--- config.mk ---
export PLATFORM = sky130hd
export DESIGN_NAME = irq_router
export DESIGN_NICKNAME = d
export VERILOG_FILES = /design/src/rtl/irq_router_pkg.sv /design/src/rtl/irq_edge_pending.sv /design/src/rtl/irq_target_select.sv /design/src/rtl/irq_router.sv
export SDC_FILE = /design/constraint.sdc
export NUM_CORES = 1
export LEC_CHECK = 0
export BUFFER_PORTS_ARGS = -buffer_cell sky130_fd_sc_hd__buf_4
export CELL_PAD_IN_SITES_DETAIL_PLACEMENT = 0
export CELL_PAD_IN_SITES_GLOBAL_PLACEMENT = 1
export CORE_AREA = 2 2 262 264
export CTS_CLUSTER_DIAMETER = 60
export DETAILED_ROUTE_END_ITERATION = 16
export DIE_AREA = 0 0 264 266
export GPL_ROUTABILITY_DRIVEN = 0
export PLACE_DENSITY_LB_ADDON = 0.1
export SLEW_MARGIN = 20
export SYNTH_ARGS = -nofsm -noshare
export SYNTH_HDL_FRONTEND = slang
export SYNTH_SLANG_ARGS = --single-unit
--- constraint.sdc ---
create_clock -name clk -period 25.7 [get_ports clk]
set_input_delay 5.14 -clock clk [delete_from_list [all_inputs] [get_ports clk]]
set_output_delay 5.14 -clock clk [all_outputs]
set_load 0.02 [all_outputs]
--- src/rtl/irq_router_pkg.sv ---
package irq_router_pkg;
    typedef enum logic [1:0] {
        ST_IDLE,
        ST_EVAL,
        ST_SEND
    } rtr_state_e;

    localparam logic [2:0] DLV_FIXED    = 3'b000;
    localparam logic [2:0] DLV_LOWEST   = 3'b001;
    localparam logic [2:0] DLV_EXTERNAL = 3'b111;
endpackage

--- src/rtl/irq_edge_pending.sv ---
module irq_edge_pending #(
    parameter int NUM_PINS = 24,
    localparam int PIN_W = $clog2(NUM_PINS)
) (
    input  logic                clk,
    input  logic                rst_n,
    input  logic [NUM_PINS-1:0] pin_in,
    input  logic [NUM_PINS-1:0] allow,
    input  logic [NUM_PINS-1:0] clr,
    output logic                any_pending,
    output logic [PIN_W-1:0]    first_pending
);
    logic [NUM_PINS-1:0] pin_q;
    logic [NUM_PINS-1:0] pending_q;
    logic [NUM_PINS-1:0] rise;

    assign rise = pin_in & ~pin_q & allow;

    always_ff @(posedge clk) begin
        if (!rst_n) begin
            pin_q     <= '0;
            pending_q <= '0;
        end else begin
            pin_q     <= pin_in;
            pending_q <= (pending_q & ~clr) | rise;
        end
    end

    assign any_pending = |pending_q;

    // lowest index wins: scan downward so the last hit is the lowest
    always_comb begin
        first_pending = '0;
        for (int i = NUM_PINS - 1; i >= 0; i--) begin
            if (pending_q[i]) first_pending = PIN_W'(i);
        end
    end
endmodule

--- src/rtl/irq_target_select.sv ---
module irq_target_select
    import irq_router_pkg::*;
#(
    parameter int NUM_TGT = 8,
    parameter int DEST_W  = 8,
    parameter int ROT_W   = 8
) (
    input  logic [DEST_W-1:0]         dest,
    input  logic                      logical,
    input  logic [2:0]                mode,
    input  logic [NUM_TGT*DEST_W-1:0] tgt_group,
    input  logic [ROT_W-1:0]          rot,
    output logic [NUM_TGT-1:0]        targets,
    output logic                      lp_phys_err,
    output logic                      lp_pick
);
    localparam logic [DEST_W-1:0] BCAST = '1;

    logic [NUM_TGT-1:0] phys_set;
    logic [NUM_TGT-1:0] grp_set;
    logic [NUM_TGT-1:0] one_set;
    logic [ROT_W-1:0]   match_cnt;
    logic [ROT_W-1:0]   pick_idx;
    logic [ROT_W-1:0]   run;
    logic               is_lp;

    for (genvar t = 0; t < NUM_TGT; t++) begin : g_tgt
        assign grp_set[t]  = |(tgt_group[t*DEST_W +: DEST_W] & dest);
        assign phys_set[t] = (dest == BCAST) || (dest == DEST_W'(t));
    end

    always_comb begin
        match_cnt = '0;
        for (int t = 0; t < NUM_TGT; t++) begin
            match_cnt = match_cnt + ROT_W'(grp_set[t]);
        end
    end

    assign pick_idx = (match_cnt == '0) ? '0 : (rot % match_cnt);

    // walk the matched set in ascending index order to the picked slot
    always_comb begin
        one_set = '0;
        run     = '0;
        for (int t = 0; t < NUM_TGT; t++) begin
            if (grp_set[t]) begin
                if (run == pick_idx) one_set[t] = 1'b1;
                run = run + 1'b1;
            end
        end
    end

    assign is_lp       = (mode == DLV_LOWEST);
    assign lp_phys_err = is_lp && !logical;
    assign lp_pick     = is_lp && logical;

    always_comb begin
        if (!logical) targets = is_lp ? '0 : phys_set;
        else          targets = is_lp ? one_set : grp_set;
    end
endmodule

--- src/rtl/irq_router.sv ---
module irq_router
    import irq_router_pkg::*;
#(
    parameter int NUM_PINS = 24,
    parameter int NUM_TGT  = 8,
    parameter int DEST_W   = 8,
    parameter int VEC_W    = 8,
    parameter int ROT_W    = 8
) (
    input  logic                       clk,
    input  logic                       rst_n,
    input  logic [NUM_PINS-1:0]        pin_in,
    input  logic [NUM_PINS-1:0]        ent_mask,
    input  logic [NUM_PINS*VEC_W-1:0]  ent_vector,
    input  logic [NUM_PINS*3-1:0]      ent_mode,
    input  logic [NUM_PINS-1:0]        ent_logical,
    input  logic [NUM_PINS-1:0]        ent_polarity,
    input  logic [NUM_PINS-1:0]        ent_trigger,
    input  logic [NUM_PINS*DEST_W-1:0] ent_dest,
    input  logic [NUM_TGT*DEST_W-1:0]  tgt_group,
    input  logic [VEC_W-1:0]           ext_vector,
    output logic                       msg_valid,
    input  logic                       msg_ready,
    output logic [NUM_TGT-1:0]         msg_targets,
    output logic [VEC_W-1:0]           msg_vector,
    output logic [2:0]                 msg_mode,
    output logic                       msg_logical,
    output logic                       msg_level,
    output logic                       msg_trigger,
    output logic                       cfg_error
);
    localparam int PIN_W = $clog2(NUM_PINS);

    rtr_state_e          state_q, state_d;
    logic [PIN_W-1:0]    sel_q;
    logic [ROT_W-1:0]    rot_q;
    logic                any_pending;
    logic [PIN_W-1:0]    first_pending;
    logic [NUM_PINS-1:0] clr;

    logic [VEC_W-1:0]    sel_vector;
    logic [2:0]          sel_mode;
    logic [DEST_W-1:0]   sel_dest;
    logic                sel_logical;
    logic                sel_polarity;
    logic                sel_trigger;
    logic [NUM_TGT-1:0]  targets;
    logic                lp_phys_err;
    logic                lp_pick;
    logic                deliver;

    irq_edge_pending #(.NUM_PINS(NUM_PINS)) u_edge (
        .clk           (clk),
        .rst_n         (rst_n),
        .pin_in        (pin_in),
        .allow         (~ent_mask),
        .clr           (clr),
        .any_pending   (any_pending),
        .first_pending (first_pending)
    );

    assign sel_vector   = ent_vector[int'(sel_q)*VEC_W +: VEC_W];
    assign sel_mode     = ent_mode[int'(sel_q)*3 +: 3];
    assign sel_dest     = ent_dest[int'(sel_q)*DEST_W +: DEST_W];
    assign sel_logical  = ent_logical[sel_q];
    assign sel_polarity = ent_polarity[sel_q];
    assign sel_trigger  = ent_trigger[sel_q];

    irq_target_select #(
        .NUM_TGT (NUM_TGT),
        .DEST_W  (DEST_W),
        .ROT_W   (ROT_W)
    ) u_sel (
        .dest        (sel_dest),
        .logical     (sel_logical),
        .mode        (sel_mode),
        .tgt_group   (tgt_group),
        .rot         (rot_q),
        .targets     (targets),
        .lp_phys_err (lp_phys_err),
        .lp_pick     (lp_pick)
    );

    assign deliver = !lp_phys_err && (targets != '0);
    assign clr     = (state_q == ST_EVAL) ? (NUM_PINS'(1) << sel_q) : '0;

    always_ff @(posedge clk) begin
        if (!rst_n) state_q <= ST_IDLE;
        else        state_q <= state_d;
    end

    always_comb begin
        state_d = state_q;
        unique case (state_q)
            ST_IDLE: if (any_pending) state_d = ST_EVAL;
            ST_EVAL: state_d = deliver ? ST_SEND : ST_IDLE;
            ST_SEND: if (msg_ready) state_d = ST_IDLE;
            default: state_d = ST_IDLE;
        endcase
    end

    always_ff @(posedge clk) begin
        if (!rst_n) begin
            sel_q       <= '0;
            rot_q       <= '0;
            msg_valid   <= 1'b0;
            msg_targets <= '0;
            msg_vector  <= '0;
            msg_mode    <= DLV_FIXED;
            msg_logical <= 1'b0;
            msg_level   <= 1'b0;
            msg_trigger <= 1'b0;
            cfg_error   <= 1'b0;
        end else begin
            cfg_error <= (state_q == ST_EVAL) && lp_phys_err;
            unique case (state_q)
                ST_IDLE: if (any_pending) sel_q <= first_pending;
                ST_EVAL: if (deliver) begin
                    msg_valid   <= 1'b1;
                    msg_targets <= targets;
                    msg_vector  <= (sel_mode == DLV_EXTERNAL) ? ext_vector : sel_vector;
                    msg_mode    <= sel_mode;
                    msg_logical <= sel_logical;
                    msg_level   <= sel_polarity;
                    msg_trigger <= sel_trigger;
                    if (lp_pick) rot_q <= rot_q + 1'b1;
                end
                ST_SEND: if (msg_ready) msg_valid <= 1'b0;
                default: msg_valid <= 1'b0;
            endcase
        end
    end
endmodule

**Word level (Yosys, flattened, before mapping)**

Index checks and enable logic that the tools add are counted.

- Reduce and logical (&&, ||, !) cells: 33
- Divide/modulo/power cells: 1
- Equal/unequal tests: 22
- Bitwise operators: 16
- Mux-type cells: 66
- Add/sub/neg operators: 14
- $lt $le $gt $ge: 1
- Multiply operators: 1
- Shifts and indexed selects: 4

Operator list:

| cell | count |
|---|---|
| variable part select 192 x 9 -> 8 bit | 2 |
| two-way mux 5 bit | 24 |
| two-way mux 8 bit | 11 |
| AND 24 bit | 3 |
| inverter 24 bit | 3 |
| variable part select 72 x 8 -> 3 bit | 1 |
| AND 8 bit | 8 |
| OR reduction 8 bit | 8 |
| adder 8 x 1 -> 8 bit | 6 |
| adder 8 x 1 -> 8 bit, second input constant | 6 |
| == test 8 bit | 6 |
| == test 8 x 3 -> 1 bit, second input constant | 4 |
| zero test 8 bit | 3 |
| two-way mux 24 bit | 1 |
| bitwise OR 24 bit | 1 |
| OR reduction 24 bit | 1 |
| left shift 1 x 5 -> 24 bit, first input constant | 1 |
| two-way mux 1 bit | 22 |
| == test 8 x 2 -> 1 bit, second input constant | 2 |
| binary-select mux 1 bit (select 5 bit) | 3 |
| == test 1 x 8 -> 1 bit | 1 |
| == test 8 x 1 -> 1 bit, second input constant | 1 |
| == test 8 bit, second input constant | 1 |
| logical OR 1 bit | 8 |
| other kinds (20) | 31 |

- Bits of input ports: 651
- Register bits after elaboration: 87
- Logic and storage cells: 171

**Logic depth before layout (Yosys ltp)**

Gate-level depths: netlist (run 1).

- Depth in word-level cells: 25
- Depth in mapped cells: 82

**By module**

Synthesis (run 1) repeated with hierarchy kept, for this count alone.

- Cells, all modules: 1190
- Area total of the unflattened synthesis: 11210.8 µm²

By module, submodules not included:

| module | instances | cells each | area an instance (µm²) |
|---|---|---|---|
| irq_router | 1 | 529 | 6177.2 |
| irq_target_select | 1 | 446 | 3144.3 |
| irq_edge_pending | 1 | 215 | 1889.3 |

**Worst setup path after synthesis (run 1)**

Ideal clock, no wire load.

- Kind: input port to flip-flop
- Start point: in ent_dest[122]
- End point: reg msg_level
- Arrival: 20.484 ns
- Library setup time: 0.072 ns
- Path slack: 5.144 ns
- Path buffers: 8
- Cell stages on the path: 77
- Data required time: 25.628 ns
- Cells stage by stage: mux4_2 -> mux2i_1 -> nor2_1 -> or3_1 -> clkbuf_1 -> a222oi_1 -> and4_1 -> clkbuf_1 -> ha_1 -> inv_1 -> fa_1 -> inv_1 -> fa_1 -> inv_1 -> fa_1 -> inv_1 -> fa_1 -> nand2_1 -> [... 41 more ...] -> o21a_1 -> buf_2 -> mux2_2 -> ha_1 -> nand4_1 -> nand2_1 -> or2_2 -> o22a_1 -> or4_1 -> nand2_1 -> a21boi_0 -> o221a_2 -> nand4b_1 -> nand4_1 -> o21ai_1 -> buf_6 -> buf_6 -> mux2i_1

- Cells in the longest elaborated chain, start to end: 24
- Elaborated cells on any way between the ends: 87
- Those cells by class: add/sub: 13; div: 1; eq/ne: 15; shift: 1; mux: 27; bitwise: 8; reduce/logical: 22

Ends and longest elaborated chain:

| element | line | source |
|---|---|---|
| start, declared | irq_router.sv:19 | `input logic [NUM_PINS*DEST_W-1:0] ent_dest,` |
| variable part select 192 x 9 -> 8 bit (*) | irq_router.sv:64 | `assign sel_dest = ent_dest[int'(sel_q)*DEST_W +: DEST_W];` |
| parallel branches: the longest is 19 deep, another holds adder 8 x 1 -> 8 bit | -- |  |
| two-way mux 8 bit (*) | irq_target_select.sv:58 | `if (!logical) targets = is_lp ? '0 : phys_set;` |
| nonzero test 8 bit (*) | irq_router.sv:84 | `assign deliver = !lp_phys_err && (targets != '0);` |
| logical AND 1 bit (*) | irq_router.sv:84 |  |
| AND reduction 2 bit (no line) (*) | -- |  |
| end signal, assigned | irq_router.sv:124 | `msg_level <= sel_polarity;` |
| end, declared | irq_router.sv:28 | `output logic msg_level,` |

Every way passes the cells marked *.
A chain may end at the register's enable or synchronous reset.

**Final worst setup path (run 1)**

- Start point: in ent_dest[156]
- End point: reg msg_vector[5]

- Cells in the longest elaborated chain, start to end: 24
- Elaborated cells on any way between the ends: 87
- Those cells by class: add/sub: 13; div: 1; eq/ne: 15; shift: 1; mux: 27; bitwise: 8; reduce/logical: 22

Ends and longest elaborated chain:

| element | line | source |
|---|---|---|
| variable part select 192 x 9 -> 8 bit (*) | irq_router.sv:64 |  |
| parallel branches: the longest is 19 deep, another holds adder 8 x 1 -> 8 bit | -- |  |
| two-way mux 8 bit (*) | irq_target_select.sv:58 |  |
| nonzero test 8 bit (*) | irq_router.sv:84 |  |
| logical AND 1 bit (*) | irq_router.sv:84 |  |
| AND reduction 2 bit (no line) (*) | -- |  |
| end signal, assigned | irq_router.sv:121 | `msg_vector <= (sel_mode == DLV_EXTERNAL) ? ext_vector : sel_vector;` |
| end, declared | irq_router.sv:25 | `output logic [VEC_W-1:0] msg_vector,` |

Marks and branches as above.

==> flow_metrics.tcl, run 1 <==
set metrics [dict create \
    worstSetupPathType "in2reg" \
    grt_pass1_vias 14500 \
    cpPeakStageDelay_ns 1.02 \
    synth.distinct_cells 93 \
    finalInstanceArea_um2 18100 \
    max_freq_mhz 43.9 \
    drc_errors 0 \
    min_from "msg_targets[7]$_SDFFE_PN0P_" \
    cts.path.max_buffers 2 \
    dp_slack_ns 2.77 \
    post_drt_via_cell_ratio 4.82 \
    crit_buf_inv 5 \
    status "finished, final reports clean" \
    postCtsHoldBufs 0 \
    r2r_cells 71 \
    finalHoldViolCount 0 \
    synth_nets 2059 \
    min_period_ns 22.79 \
    cts_tree "built" \
    core_area_um2 67700 \
    cts_root_buf "clkbuf_16" \
    seq_area_frac_synth_pct 14.7 \
    avgSynthCellArea_um2 8.71 \
    wl_per_cell_um 26.9 \
    setup_slack_ns 2.91 \
    clock_latency_ns 0.38 \
    r2r-end "msg_vector[5]$_SDFFE_PN0P_" \
    whs_path_depth 2 \
    setup_viol 0 \
    ios 675 \
    dr.pass1.iters 5 \
    rr_startpoint "sel_q[0]$_SDFFE_PN0P_" \
    whs_endpoint "msg_targets[7]$_SDFFE_PN0P_" \
    initial_core_util_pct 17.5 \
    netlist_instances 1364 \
    grt_pass1_wl_um 107000 \
    port_buffers 674 \
    ys_warn_count 0 \
    synth.top_cell.area_share_pct 19.3 \
    required_ns 26.00 \
    die_h_um 266 \
    cp-start-kind "primary input" \
    relSlewSlack_pct 19.9 \
    cp_slowest_cell "a221oi_1" \
    max_slew.worst_pin.slew_ns 1.20 \
    htreeDepth 3 \
    synth.ff_latch_count 87 \
    finalCritPeriodShare_pct 88.7 \
    critical-path-top-delay-family "compound AO/OA/AOI/OAI gates" \
    synth.largest_area_cell "mux4_2" \
    drtIter0Drc 834 \
    drive_gt1_share_pct 43.7 \
    reg2reg_slack_ns 5.86 \
    synth-edff-count 0 \
    fp.dieW_um 264 \
    rsz0062_at_grt "false" \
    num_rows 96 \
    slew_viol_final 0 \
    cp-end-kind "flop" \
    dp_hpwl_um 67200 \
    grt_max_degree 56 \
    crit_arrival_ns 23.08 \
    ant_nets 0 \
    synth_area_um2 11900 \
    cts_buffers 9 \
    drv_cap 0 \
    synthToLayoutAreaGrowth_pct 52.5 \
    ys.flop_type "dfxtp_1" \
    fin_nets 2675 \
    overflow 0 \
    cts_sinks 87 \
    min-delay-path-class "reg2reg" \
    vias 13900 \
    cp_max_fo 18 \
    grt_antenna_before_repair 23 \
    postCtsSetupBuffers 0 \
    setup_tns_ns 0 \
    synth_area_leaders "mux4_2 19%, dfxtp_1 15%, mux2i_1 9.8%" \
    synthArstFlopShare_pct 0 \
    clk_pin_slew_ns 0.07 \
    cts_resized 0 \
    track_usage_pct 21.5 \
    routed_wirelength_um 77400 \
    critPathMostFrequentCell "ha_1" \
    dieArea_um2 70200 \
    dpl_cell_area_um2 17800 \
    fin_skew_ns 0.0172 \
]
## worst max path at each step
stage                        startpoint                     endpoint  slack, ns  cells after the start
final                     ent_dest[156]   msg_vector[5]$_SDFFE_PN0P_       2.91                     70
after global routing      ent_dest[152]   msg_vector[3]$_SDFFE_PN0P_       1.28                     71
after CTS                 ent_dest[152]   msg_vector[5]$_SDFFE_PN0P_       3.12                     70
after detailed placement  ent_dest[152]  msg_targets[4]$_SDFFE_PN0P_       2.77                     70
after global placement    ent_dest[185]  msg_targets[4]$_SDFFE_PN0P_       2.79                     69
after floorplan           ent_dest[122]       msg_level$_SDFFE_PN0P_       5.14                     77
## flip-flops by register name (all words and copies together), names as in the netlist
name / flops
cfg_error: 1
msg_level: 1
msg_logical: 1
msg_mode: 3
msg_targets: 8
msg_trigger: 1
msg_valid: 1
msg_vector: 8
rot_q: 8
sel_q: 5
state_q: 2
u_edge.pending_q: 24
u_edge.pin_q: 24
## synthesized netlist by cell type, types with 5 or more instances
library cell,count
and2_1,33
mux2_2,19
buf_1,13
inv_1,44
o31ai_1,13
clkbuf_1,52
nand3_1,27
dfxtp_1,87
buf_6,11
xor2_1,6
a211oi_1,13
a22o_1,6
a22oi_1,31
o21ai_1,8
ha_1,39
a31oi_1,10
nand3b_1,7
a21o_1,9
mux2i_1,116
a222oi_1,7
or2_2,9
and3_1,13
or3_1,13
mux4_2,102
o211ai_1,21
nor4_1,14
a21oi_1,79
fa_1,5
and3b_1,7
a221oi_1,5
nand2b_1,29
nor2b_1,18
xnor2_1,26
o21ai_0,67
o22ai_1,9
nand2_1,138
buf_2,10
nor3_1,33
o21a_1,19
and4_1,6
nand4_1,13
nor2_1,81
## final cells by class
cell class / count / area (µm²)
Clock buffer: 10 / 239
Sequential cell: 87 / 1750
Fill cell: 7412 / 49600
Antenna cell: 10 / 25.0
Tap cell: 882 / 1100
Inverter: 45 / 169
Clock inverter: 6 / 73.8
Multi-Input combinational cell: 1143 / 9540
Timing Repair Buffer: 694 / 5210
## tightest hold or removal path, cell delays in order, from the launching register on
cell	delay, ns
dfxtp_1	0.31
nand2_1	0.05
o21ai_1	0.05
## per-stage QoR
step / instances / utilization [%] / hold WS [ns]
after floorplan: 1364 / - / 0.452
after global placement: 2851 / 26.2 / 0.440
after detailed placement: 2851 / 26.2 / 0.444
after CTS: 2867 / 26.7 / 0.453
after global routing: 2875 / 26.7 / 0.473
final: 2877 / 26.7 / 0.450
## cells in the final DEF (no fill, tap or decap), types with 19 or more instances in the layout
cell      synthesis  layout
buf_4             3     694
nand2_1         138     138
mux2i_1         116     116
mux4_2          102     102
dfxtp_1          87      83
nor2_1           81      81
a21oi_1          79      79
o21ai_0          67      66
inv_1            44      44
ha_1             39      39
and2_1           33      33
nor3_1           33      33
a22oi_1          31      31
nand2b_1         29      29
nand3_1          27      27
xnor2_1          26      26
o211ai_1         21      21
mux2_2           19      19
o21a_1           19      19
## per-layer routing
metal | up-vias | routed length [µm] | track usage [%]
met1 | 6782 | 32500 | 26.8
li1 | 6512 | - | -
met3 | 63 | 5700 | 5.83
met2 | 500 | 37900 | 36.7
met5 | - | 55 | 0
met4 | 8 | 1290 | 4.87
## cells by family after synthesis
family / after synthesis / synth area share [%]
AO/OA/AOI/OAI: 362 / 21.2
XOR/XNOR: 36 / 3.00
adder cells (fa/ha/maj): 46 / 5.12
buffers and inverters: 134 / 5.13
flip-flops: 87 / 14.7
multiplexers: 240 / 31.2
AND/OR/NAND/NOR: 459 / 19.7
Power of run 1 is left out: the tool's default activity adds up to more than one toggle a clock period on the data nets, which glitch-free logic cannot reach.
==> run 2: changes to the inputs <==
CELL_PAD_IN_SITES_DETAIL_PLACEMENT = default   (was 0)
CELL_PAD_IN_SITES_GLOBAL_PLACEMENT = default   (was 1)
CORE_AREA = 2 2 261 263   (was 2 2 262 264)
DIE_AREA = 0 0 263 265   (was 0 0 264 266)
GPL_TIMING_DRIVEN = 0   (was default)
PLACE_DENSITY_LB_ADDON = default   (was 0.1)
==> run 2 against run 1 <==
Effect of this change: register-to-register slack worse by 0.53 ns; clock-buffer cell count down 1; maximum frequency down 3.1%; sequential cell count unchanged; final cell count up 2.6%; sequential share of layout area down 0.23 points; non-clock buffer count up 69; first-iteration DRC count up 40%; critical path depth up 8; cell area up 1.7%; worst setup slack worse by 0.74 ns; die area down 0.75%.
==> flow_metrics.tcl, run 2 (synthesized netlist as in run 1, its figures left out) <==
set metrics [dict create \
    required_ns 25.94 \
    fin_skew_ns 0.0192 \
    core_area_um2 66800 \
    cts_buffers 9 \
    port_buffers 674 \
    wl_per_cell_um 26.3 \
    cp-end-kind "flop" \
    drtIter0Drc 1164 \
    cts.path.max_buffers 2 \
    initial_core_util_pct 17.8 \
    fp.dieW_um 263 \
    vias 14600 \
    relSlewSlack_pct 16.0 \
    status "finished, final reports clean" \
    crit_arrival_ns 23.76 \
    rsz0062_at_grt "false" \
    num_rows 95 \
    drv_cap 0 \
    setup_viol 0 \
    clk_pin_slew_ns 0.08 \
    cp_max_fo 10 \
    cp_slowest_cell "nor3_1" \
    critical-path-top-delay-family "compound AO/OA/AOI/OAI gates" \
    dieArea_um2 69700 \
    cts_sinks 87 \
    setup_tns_ns 0 \
    ios 675 \
    die_h_um 265 \
    max_slew.worst_pin.slew_ns 1.25 \
    routed_wirelength_um 77500 \
    cts_root_buf "clkbuf_16" \
    grt_pass1_vias 14700 \
    critPathMostFrequentCell "ha_1" \
    drive_gt1_share_pct 42.4 \
    final_common_cell "buf_4" \
    finalHoldViolCount 0 \
    max_freq_mhz 42.5 \
    reg_top3 "u_edge.pending_q x24, u_edge.pin_q x24" \
    dp_hpwl_um 68200 \
    ant_nets 0 \
    track_usage_pct 21.3 \
    grt_antenna_before_repair 53 \
    min-delay-path-class "reg2reg" \
    clock_latency_ns 0.36 \
    cts_tree "built" \
    dr.pass1.iters 5 \
    htreeDepth 3 \
    overflow 0 \
    cpPeakStageDelay_ns 0.78 \
    drc_errors 0 \
    postCtsSetupBuffers 0 \
    worstSetupPathType "in2reg" \
    post_drt_via_cell_ratio 4.96 \
    synthToLayoutAreaGrowth_pct 55.0 \
    finalCritPeriodShare_pct 91.5 \
    postCtsHoldBufs 0 \
    fin_nets 2744 \
    crit_buf_inv 13 \
    final_cell_mix "677 x buf_4, 138 x nand2_1, 116 x mux2i_1" \
    grt_pass1_wl_um 106000 \
    min_period_ns 23.52 \
    grt_max_degree 20 \
    cts_resized 0 \
    slew_viol_final 0 \
    cp-start-kind "primary input" \
]
==> run 2: cell count changes in the layout (fill, tap and decap cells not counted), sizes merged <==
cell | previous run | this run
clkbuf | 10 | 62
diode | 10 | 26
buf | 694 | 710
clkinv | 2 | 4
bufinv | 1 | 0
==> run 2: worst paths after layout <==
path | from | endpoint | slack (ns) | cells past startpoint
hold / removal | msg_targets[1]$_SDFFE_PN0P_ | msg_targets[1]$_SDFFE_PN0P_ | 0.46 | 2
setup / recovery | ent_dest[122] | msg_targets[5]$_SDFFE_PN0P_ | 2.18 | 78
setup reg to reg | sel_q[4]$_SDFFE_PN0P_ | msg_targets[5]$_SDFFE_PN0P_ | 5.33 | 78
hold reg to reg | msg_targets[1]$_SDFFE_PN0P_ | msg_targets[1]$_SDFFE_PN0P_ | 0.46 | 2
==> run 2: stage by stage <==
step / worst slack [ns] / hold slack, ns / cell area, µm² / util [%] / instances
after floorplan: 5.14 / 0.452 / 11900 / - / 1364
after detailed placement: 1.98 / 0.455 / 18000 / 27.0 / 2911
after global routing: 0.602 / 0.478 / 18400 / 27.5 / 2945
final: 2.18 / 0.465 / 18400 / 27.6 / 2953
after CTS: 2.26 / 0.472 / 18300 / 27.5 / 2927
after global placement: 2.01 / 0.447 / 18000 / 27.0 / 2911
==> run 2: metal layers <==
layer / GRT usage, % / wire length, µm / part of all wire, %
met1: 27.2 / 31200 / 40
met2: 34.8 / 35500 / 46
met3: 4.60 / 7300 / 9.4
met4: 8.59 / 3470 / 4.5
met5: 0 / 91 / 0.12
==> run 2: final cells by class <==
class / instances / area (µm²)
Timing Repair Buffer: 674 / 5060
Inverter: 45 / 169
Antenna cell: 26 / 65.1
Fill cell: 7390 / 48400
Clock buffer: 9 / 225
Multi-Input combinational cell: 1143 / 9530
Tap cell: 873 / 1090
Buffer: 89 / 443
Clock inverter: 7 / 86.3
Sequential cell: 87 / 1740
==> run 2: worst register-to-register path, delay by kind of cell, from the launching register on <==
| kind | cells | cell delay, ns |
|---|---|---|
| compound gates | 28 | 6.61 |
| buf+inv | 13 | 2.79 |
| flops | 1 | 0.56 |
| fa+ha+maj | 12 | 3.95 |
| xor+xnor | 2 | 0.51 |
| mux | 3 | 0.74 |
| simple gates | 20 | 5.05 |
Power of run 2 is left out for the same reason.
